## src/rtl/gpio_port_pkg.sv

```systemverilog
package gpio_port_pkg;
  // word slots, address bits [5:2]; order fixed by the bus map
  localparam logic [3:0] SLOT_MODE  = 4'd0;
  localparam logic [3:0] SLOT_OTYPE = 4'd1;
  localparam logic [3:0] SLOT_SPEED = 4'd2;
  localparam logic [3:0] SLOT_PULL  = 4'd3;
  localparam logic [3:0] SLOT_IN    = 4'd4;
  localparam logic [3:0] SLOT_OUT   = 4'd5;
  localparam logic [3:0] SLOT_SETCL = 4'd6;
  localparam logic [3:0] SLOT_LOCK  = 4'd7;
  localparam logic [3:0] SLOT_AFLO  = 4'd8;
  localparam logic [3:0] SLOT_AFHI  = 4'd9;
  localparam logic [3:0] SLOT_CLR   = 4'd10;
  localparam logic [3:0] SLOT_ANLG  = 4'd11;
  localparam logic [3:0] SLOT_COUNT = 4'd12;

  typedef struct packed {
    logic mode;
    logic otype;
    logic speed;
    logic pull;
    logic outWord;
    logic setClr;
    logic lock;
    logic afLo;
    logic afHi;
    logic clrOnly;
    logic analog;
  } wrStrobe_t;
endpackage

```

## src/rtl/gpio_port_ctrl.sv

```systemverilog
module gpio_port_ctrl
  import gpio_port_pkg::*;
#(
  parameter int ADDR_W = 10
) (
  input  logic [ADDR_W-1:0] regAddr,
  input  logic              regWe,
  input  logic              regRe,
  output wrStrobe_t         wr,
  output logic [3:0]        rdSlot,
  output logic              rdHit,
  output logic              regErr
);
  localparam int SLOT_W = ADDR_W - 2;

  logic [SLOT_W-1:0] slot;
  logic              mapped;
  logic              wrHit;

  assign slot   = regAddr[ADDR_W-1:2];
  assign mapped = (regAddr[1:0] == 2'b00) && (slot[SLOT_W-1:4] == '0) &&
                  (slot[3:0] < SLOT_COUNT);
  assign wrHit  = regWe && mapped;
  assign rdHit  = regRe && mapped;
  assign rdSlot = slot[3:0];
  assign regErr = (regWe || regRe) && !mapped;

  always_comb begin
    wr = '0;
    if (wrHit) begin
      case (slot[3:0])
        SLOT_MODE:  wr.mode    = 1'b1;
        SLOT_OTYPE: wr.otype   = 1'b1;
        SLOT_SPEED: wr.speed   = 1'b1;
        SLOT_PULL:  wr.pull    = 1'b1;
        SLOT_OUT:   wr.outWord = 1'b1;
        SLOT_SETCL: wr.setClr  = 1'b1;
        SLOT_LOCK:  wr.lock    = 1'b1;
        SLOT_AFLO:  wr.afLo    = 1'b1;
        SLOT_AFHI:  wr.afHi    = 1'b1;
        SLOT_CLR:   wr.clrOnly = 1'b1;
        SLOT_ANLG:  wr.analog  = 1'b1;
        default:    wr = '0;
      endcase
    end
  end
endmodule

```

## src/rtl/gpio_port_dpath.sv

```systemverilog
module gpio_port_dpath
  import gpio_port_pkg::*;
#(
  parameter int          NUM_PINS  = 16,
  parameter logic [31:0] MODE_RST  = '0,
  parameter logic [31:0] SPEED_RST = '0,
  parameter logic [31:0] PULL_RST  = '0
) (
  input  logic                  clk,
  input  logic                  rstN,
  input  wrStrobe_t             wr,
  input  logic [2*NUM_PINS-1:0] wdata,
  input  logic [3:0]            rdSlot,
  input  logic                  rdHit,
  input  logic [NUM_PINS-1:0]   pinIn,
  output logic [2*NUM_PINS-1:0] rdata,
  output logic [2*NUM_PINS-1:0] modeQ,
  output logic [NUM_PINS-1:0]   otypeQ,
  output logic [2*NUM_PINS-1:0] speedQ,
  output logic [2*NUM_PINS-1:0] pullQ,
  output logic [NUM_PINS-1:0]   outQ,
  output logic [NUM_PINS-1:0]   lockQ,
  output logic [2*NUM_PINS-1:0] afLoQ,
  output logic [2*NUM_PINS-1:0] afHiQ,
  output logic [NUM_PINS-1:0]   analogQ
);
  localparam int WORD_W = 2 * NUM_PINS;
  localparam logic [NUM_PINS-1:0] HALF_ZERO = '0;

  logic [NUM_PINS-1:0] lowHalf;
  logic [NUM_PINS-1:0] highHalf;
  assign lowHalf  = wdata[NUM_PINS-1:0];
  assign highHalf = wdata[WORD_W-1:NUM_PINS];

  always_ff @(posedge clk) begin
    if (!rstN) begin
      modeQ   <= MODE_RST;
      speedQ  <= SPEED_RST;
      pullQ   <= PULL_RST;
      otypeQ  <= '0;
      lockQ   <= '0;
      afLoQ   <= '0;
      afHiQ   <= '0;
      analogQ <= '0;
    end else begin
      if (wr.mode)   modeQ   <= wdata;
      if (wr.speed)  speedQ  <= wdata;
      if (wr.pull)   pullQ   <= wdata;
      if (wr.otype)  otypeQ  <= lowHalf;
      if (wr.lock)   lockQ   <= lowHalf;
      if (wr.afLo)   afLoQ   <= wdata;
      if (wr.afHi)   afHiQ   <= wdata;
      if (wr.analog) analogQ <= lowHalf;
    end
  end

  // one output latch bit per pin; set beats clear in the combined word
  for (genvar p = 0; p < NUM_PINS; p++) begin : g_outBit
    logic bitQ;
    always_ff @(posedge clk) begin
      if (!rstN)                          bitQ <= 1'b0;
      else if (wr.outWord)                bitQ <= lowHalf[p];
      else if (wr.setClr && lowHalf[p])   bitQ <= 1'b1;
      else if (wr.setClr && highHalf[p])  bitQ <= 1'b0;
      else if (wr.clrOnly && lowHalf[p])  bitQ <= 1'b0;
    end
    assign outQ[p] = bitQ;
  end

  always_comb begin
    rdata = '0;
    if (rdHit) begin
      case (rdSlot)
        SLOT_MODE:  rdata = modeQ;
        SLOT_OTYPE: rdata = {HALF_ZERO, otypeQ};
        SLOT_SPEED: rdata = speedQ;
        SLOT_PULL:  rdata = pullQ;
        SLOT_IN:    rdata = {HALF_ZERO, pinIn};
        SLOT_OUT:   rdata = {HALF_ZERO, outQ};
        SLOT_LOCK:  rdata = {HALF_ZERO, lockQ};
        SLOT_AFLO:  rdata = afLoQ;
        SLOT_AFHI:  rdata = afHiQ;
        SLOT_ANLG:  rdata = {HALF_ZERO, analogQ};
        default:    rdata = '0;
      endcase
    end
  end
endmodule

```

## src/rtl/gpio_port_regs.sv

```systemverilog
module gpio_port_regs
  import gpio_port_pkg::*;
#(
  parameter int          NUM_PINS  = 16,
  parameter int          ADDR_W    = 10,
  parameter logic [31:0] MODE_RST  = '0,
  parameter logic [31:0] SPEED_RST = '0,
  parameter logic [31:0] PULL_RST  = '0
) (
  input  logic                  clk,
  input  logic                  rstN,
  input  logic [ADDR_W-1:0]     regAddr,
  input  logic                  regWe,
  input  logic [2*NUM_PINS-1:0] regWdata,
  input  logic                  regRe,
  output logic [2*NUM_PINS-1:0] regRdata,
  output logic                  regErr,
  input  logic [NUM_PINS-1:0]   pinIn,
  output logic [2*NUM_PINS-1:0] modeCfg,
  output logic [NUM_PINS-1:0]   otypeCfg,
  output logic [2*NUM_PINS-1:0] speedCfg,
  output logic [2*NUM_PINS-1:0] pullCfg,
  output logic [NUM_PINS-1:0]   outData,
  output logic [NUM_PINS-1:0]   lockCfg,
  output logic [2*NUM_PINS-1:0] afLoCfg,
  output logic [2*NUM_PINS-1:0] afHiCfg,
  output logic [NUM_PINS-1:0]   analogCfg
);
  wrStrobe_t  wr;
  logic [3:0] rdSlot;
  logic       rdHit;

  gpio_port_ctrl #(.ADDR_W(ADDR_W)) u_ctrl (
    .regAddr(regAddr), .regWe(regWe), .regRe(regRe),
    .wr(wr), .rdSlot(rdSlot), .rdHit(rdHit), .regErr(regErr)
  );

  gpio_port_dpath #(
    .NUM_PINS(NUM_PINS), .MODE_RST(MODE_RST),
    .SPEED_RST(SPEED_RST), .PULL_RST(PULL_RST)
  ) u_dpath (
    .clk(clk), .rstN(rstN), .wr(wr), .wdata(regWdata),
    .rdSlot(rdSlot), .rdHit(rdHit), .pinIn(pinIn), .rdata(regRdata),
    .modeQ(modeCfg), .otypeQ(otypeCfg), .speedQ(speedCfg), .pullQ(pullCfg),
    .outQ(outData), .lockQ(lockCfg), .afLoQ(afLoCfg), .afHiQ(afHiCfg),
    .analogQ(analogCfg)
  );
endmodule

```

## config.mk

```make
export PLATFORM = sky130hd
export DESIGN_NAME = gpio_port_regs
export DESIGN_NICKNAME = d
export VERILOG_FILES = /design/src/rtl/gpio_port_pkg.sv /design/src/rtl/gpio_port_ctrl.sv /design/src/rtl/gpio_port_dpath.sv /design/src/rtl/gpio_port_regs.sv
export SDC_FILE = /design/constraint.sdc
export NUM_CORES = 1
export LEC_CHECK = 0
export CAP_MARGIN = 20
export CELL_PAD_IN_SITES_DETAIL_PLACEMENT = 0
export CELL_PAD_IN_SITES_GLOBAL_PLACEMENT = 1
export CORE_MARGIN = 2
export CORE_UTILIZATION = 25
export CTS_BUF_LIST = sky130_fd_sc_hd__clkbuf_4 sky130_fd_sc_hd__clkbuf_8 sky130_fd_sc_hd__clkbuf_16
export CTS_CLUSTER_DIAMETER = 200
export DETAILED_ROUTE_END_ITERATION = 7
export DONT_BUFFER_PORTS = 1
export PLACE_DENSITY = 0.51
export SYNTH_ARGS = -nofsm -noshare
export SYNTH_HDL_FRONTEND = slang
export SYNTH_SLANG_ARGS = --single-unit
```

## constraint.sdc

```tcl
create_clock -name clk -period 1.5 [get_ports clk]
set_input_delay 0.075 -clock clk [delete_from_list [all_inputs] [get_ports clk]]
set_output_delay 0.075 -clock clk [all_outputs]
set_load 0.1 [all_outputs]
```

==> metrics <==
outcome finished, violations left; violated checks negative setup slack; Final Critical Period 1.93 ns; clock root buffer clkbuf_16; slew of the pin with the lowest slew margin 0.782 ns; IO Count 319; final net count 1637; GP Congestion 0.808; layout cells sized above 1 41.9%; hold path endpoint u_dpath.afLoQ[3]; CP Capture Type output port; Max VDD drop 0.913 mV; dpl hpwl 37800 um; top routing layer in use met5; Hold Vio Cnt, Final 0; maximum root-to-sink buffer count 3; core area 39500 um2; Worst Hold Launch regWe; most frequent cells in the layout 369 x nand2_1, 331 x buf_4, 215 x a21oi_1, 114 x dfxtp_2, 110 x dfxtp_1; Primary FF master, synth dfxtp_1; worst hold path type input port to flop; row count 73; remaining antenna violation count 0; Power per Cell Area 870 nW/um2; first-pass GRT wire length 78100 um; Post-synth ARST share 0%; EDFF count, synth 0; via count 10919; Max-slew headroom 47.7%; FF-to-FF path depth 3; Pleak 5.81 nW; reg2reg start u_dpath.g_outBit[11].bitQ; final setup violation count 32; CTS Sinks 224; fillers 3997; WL/cell 25.8 um; crit path DAT 1.85 ns; die width 203 um; Initial Util 25.2%; CTS tree yes; WL final 54700 um; Clock Latency Late Sink 0.57 ns; RSZ-0062 raised after global routing yes; setup ws final -0.428 ns; Die Footprint 41400 um2; DRT Pass-1 Iters 7; number of port buffers 0; most common cell after layout, fill and taps aside nand2_1; fin. max-slew vios 0; Mapped Avg Cell Area 7.97 um2; vias per cell 5.15; cts bufs inserted 29; Synth Cell Area 9950 um2; Netlist cell types 44; pin count of the biggest net entering global routing 51; met2 wire len 24900 um; Min-Delay Path Depth 4; CP required 1.42 ns; total gr overflow 0; initial antenna violation count 6; Clk pin slew, worst setup/hold paths 0.06 ns; sequential area share after synthesis 45.1%; DR WL met3 5200 um; post-synthesis net count 1310; Setup WS pre-CTS -0.213 ns; Synth Warn # 0; Post-Syn Instances 1248; Max Cap Viol 0; Max Clk Rate 519 MHz; Setup CP Type flop to output port; flop-to-flop setup slack 0.27 ns; final core utilization 40.8%; R2R Path End u_dpath.g_outBit[11].bitQ; Post-CTS Repair Setup Buffers 0; initial drt markers 756; period utilization 129%; Seq cells post-synth 224; met1 WL 23500 um; vias in the first global route 10791; flip-flop and latch area 4630 um2; Setup Skew 0 ns; Final Power 14.0 mW; DRC 0; multi-input logic area 5480 um2; GRT Util Overall 25.8%; H-tree Lvls 1; die height 203 um; Worst Setup Start Kind flop; Max Fanout on Critical Path 2; Area Growth Syn to Fin 61.9%
[cell type report]
cell class / count / area share (%)
multi-input combinational: 871 / 34.0
inverter: 5 / 0.148
clock inverter: 6 / 0.676
sequential: 224 / 28.7
timing repair buffer: 444 / 26.9
tap: 525 / 4.08
antenna: 3 / 0.0466
clock buffer: 43 / 5.39
[critical path, stage by stage (launching register included)]
cell	delay, ns
dfxtp_2	0.32
a22o_4	0.26
a221oi_4	0.24
buf_4	0.18
a31oi_4	0.09
buf_12	0.19
[where the power goes]
| group | total [mW] | internal [mW] | switching [mW] |
|---|---|---|---|
| registers | 5.95 | 5.95 | 0.00130 |
| clock network | 7.27 | 4.47 | 2.80 |
| logic | 0.796 | 0.262 | 0.534 |
[repair_timing]
item                                    CTS  global route
gates resized for setup                  45             6
endpoints found under the hold margin   224             1
hold buffers                             36             1
endpoints found under the setup margin   32            37
pin swaps                                11             7
[registers in the layout (all words and copies together) (netlist names)]
| signal | cells |
|---|---|
| u_dpath.otypeQ | 16 |
| u_dpath.lockQ | 16 |
| u_dpath.afLoQ | 32 |
| u_dpath.modeQ | 32 |
| u_dpath.analogQ | 16 |
| u_dpath.pullQ | 32 |
| u_dpath.speedQ | 32 |
| u_dpath.afHiQ | 32 |
| u_dpath.g_outBit.bitQ | 16 |
[metal layers]
| layer | track usage [%] | vias up |
|---|---|---|
| met4 | 6.88 | 6 |
| met2 | 41.6 | 409 |
| met1 | 33.0 | 5339 |
| met3 | 8.37 | 69 |
| met5 | 0 | - |
| li1 | - | 5096 |
[cell usage after synthesis, drive strengths merged (2+ instances only)]
| master | number | area [um2] |
|---|---|---|
| a211oi | 8 | 65.1 |
| buf | 79 | 502 |
| a31oi | 21 | 131 |
| nand3 | 49 | 245 |
| a21oi | 232 | 1160 |
| nand4 | 9 | 56.3 |
| dfxtp | 224 | 4480 |
| o21ai | 4 | 20.0 |
| and4b | 2 | 20.0 |
| a222oi | 16 | 160 |
| nor3 | 4 | 20.0 |
| a2111oi | 5 | 52.6 |
| nor3b | 7 | 52.6 |
| inv | 5 | 18.8 |
| a221oi | 36 | 315 |
| nand2 | 369 | 1390 |
| a22oi | 32 | 240 |
| a22o | 32 | 280 |
| clkbuf | 69 | 259 |
| o31ai | 4 | 30.0 |
| nor4bb | 3 | 30.0 |
| and4 | 5 | 43.8 |
| nor4 | 7 | 65.1 |
| o41ai | 7 | 114 |
| nor2 | 6 | 22.5 |
| nor4b | 4 | 95.1 |
[stage by stage]
stage / setup TNS (ns) / hold slack (ns) / cells / instance area (um2)
3_3_place_gp: -6.60 / 0.174 / 2032 / 14400
6_report: -8.86 / 0.0297 / 2121 / 16100
4_1_cts: -9.93 / 0.00475 / 2117 / 16100
5_1_grt: -11.22 / 0.0303 / 2120 / 16100
2_1_floorplan: -14.48 / 0.204 / 1248 / 10600
3_5_place_dp: -8.24 / 0.176 / 2032 / 14400
[worst max path at each step]
| stage | startpoint | to | cells past startpoint |
|---|---|---|---|
| 6_report | u_dpath.lockQ[7] | regRdata[7] | 5 |
| 5_1_grt | u_dpath.lockQ[7] | regRdata[7] | 5 |
| 4_1_cts | u_dpath.otypeQ[8] | regRdata[8] | 5 |
| 3_5_place_dp | regAddr[3] | regRdata[2] | 7 |
| 3_3_place_gp | regAddr[0] | u_dpath.g_outBit[11].bitQ | 7 |
| 2_1_floorplan | regAddr[0] | regRdata[12] | 5 |
[cell families (layout without fill, tap and decap cells)]
| kind of cell | Yosys count | in the layout | share of synthesized area [%] |
|---|---|---|---|
| other | 0 | 3 | 0 |
| and+or+nand+nor | 472 | 472 | 21.1 |
| AOI/OAI and AO/OA | 397 | 397 | 25.8 |
| buffers and inverters | 153 | 498 | 7.84 |
| xor gates and xnor gates | 1 | 1 | 0.0881 |
| DFF | 224 | 224 | 45.1 |
| adders and majority gates | 1 | 1 | 0.101 |
Note: power is estimated with default switching activity, not from simulation.
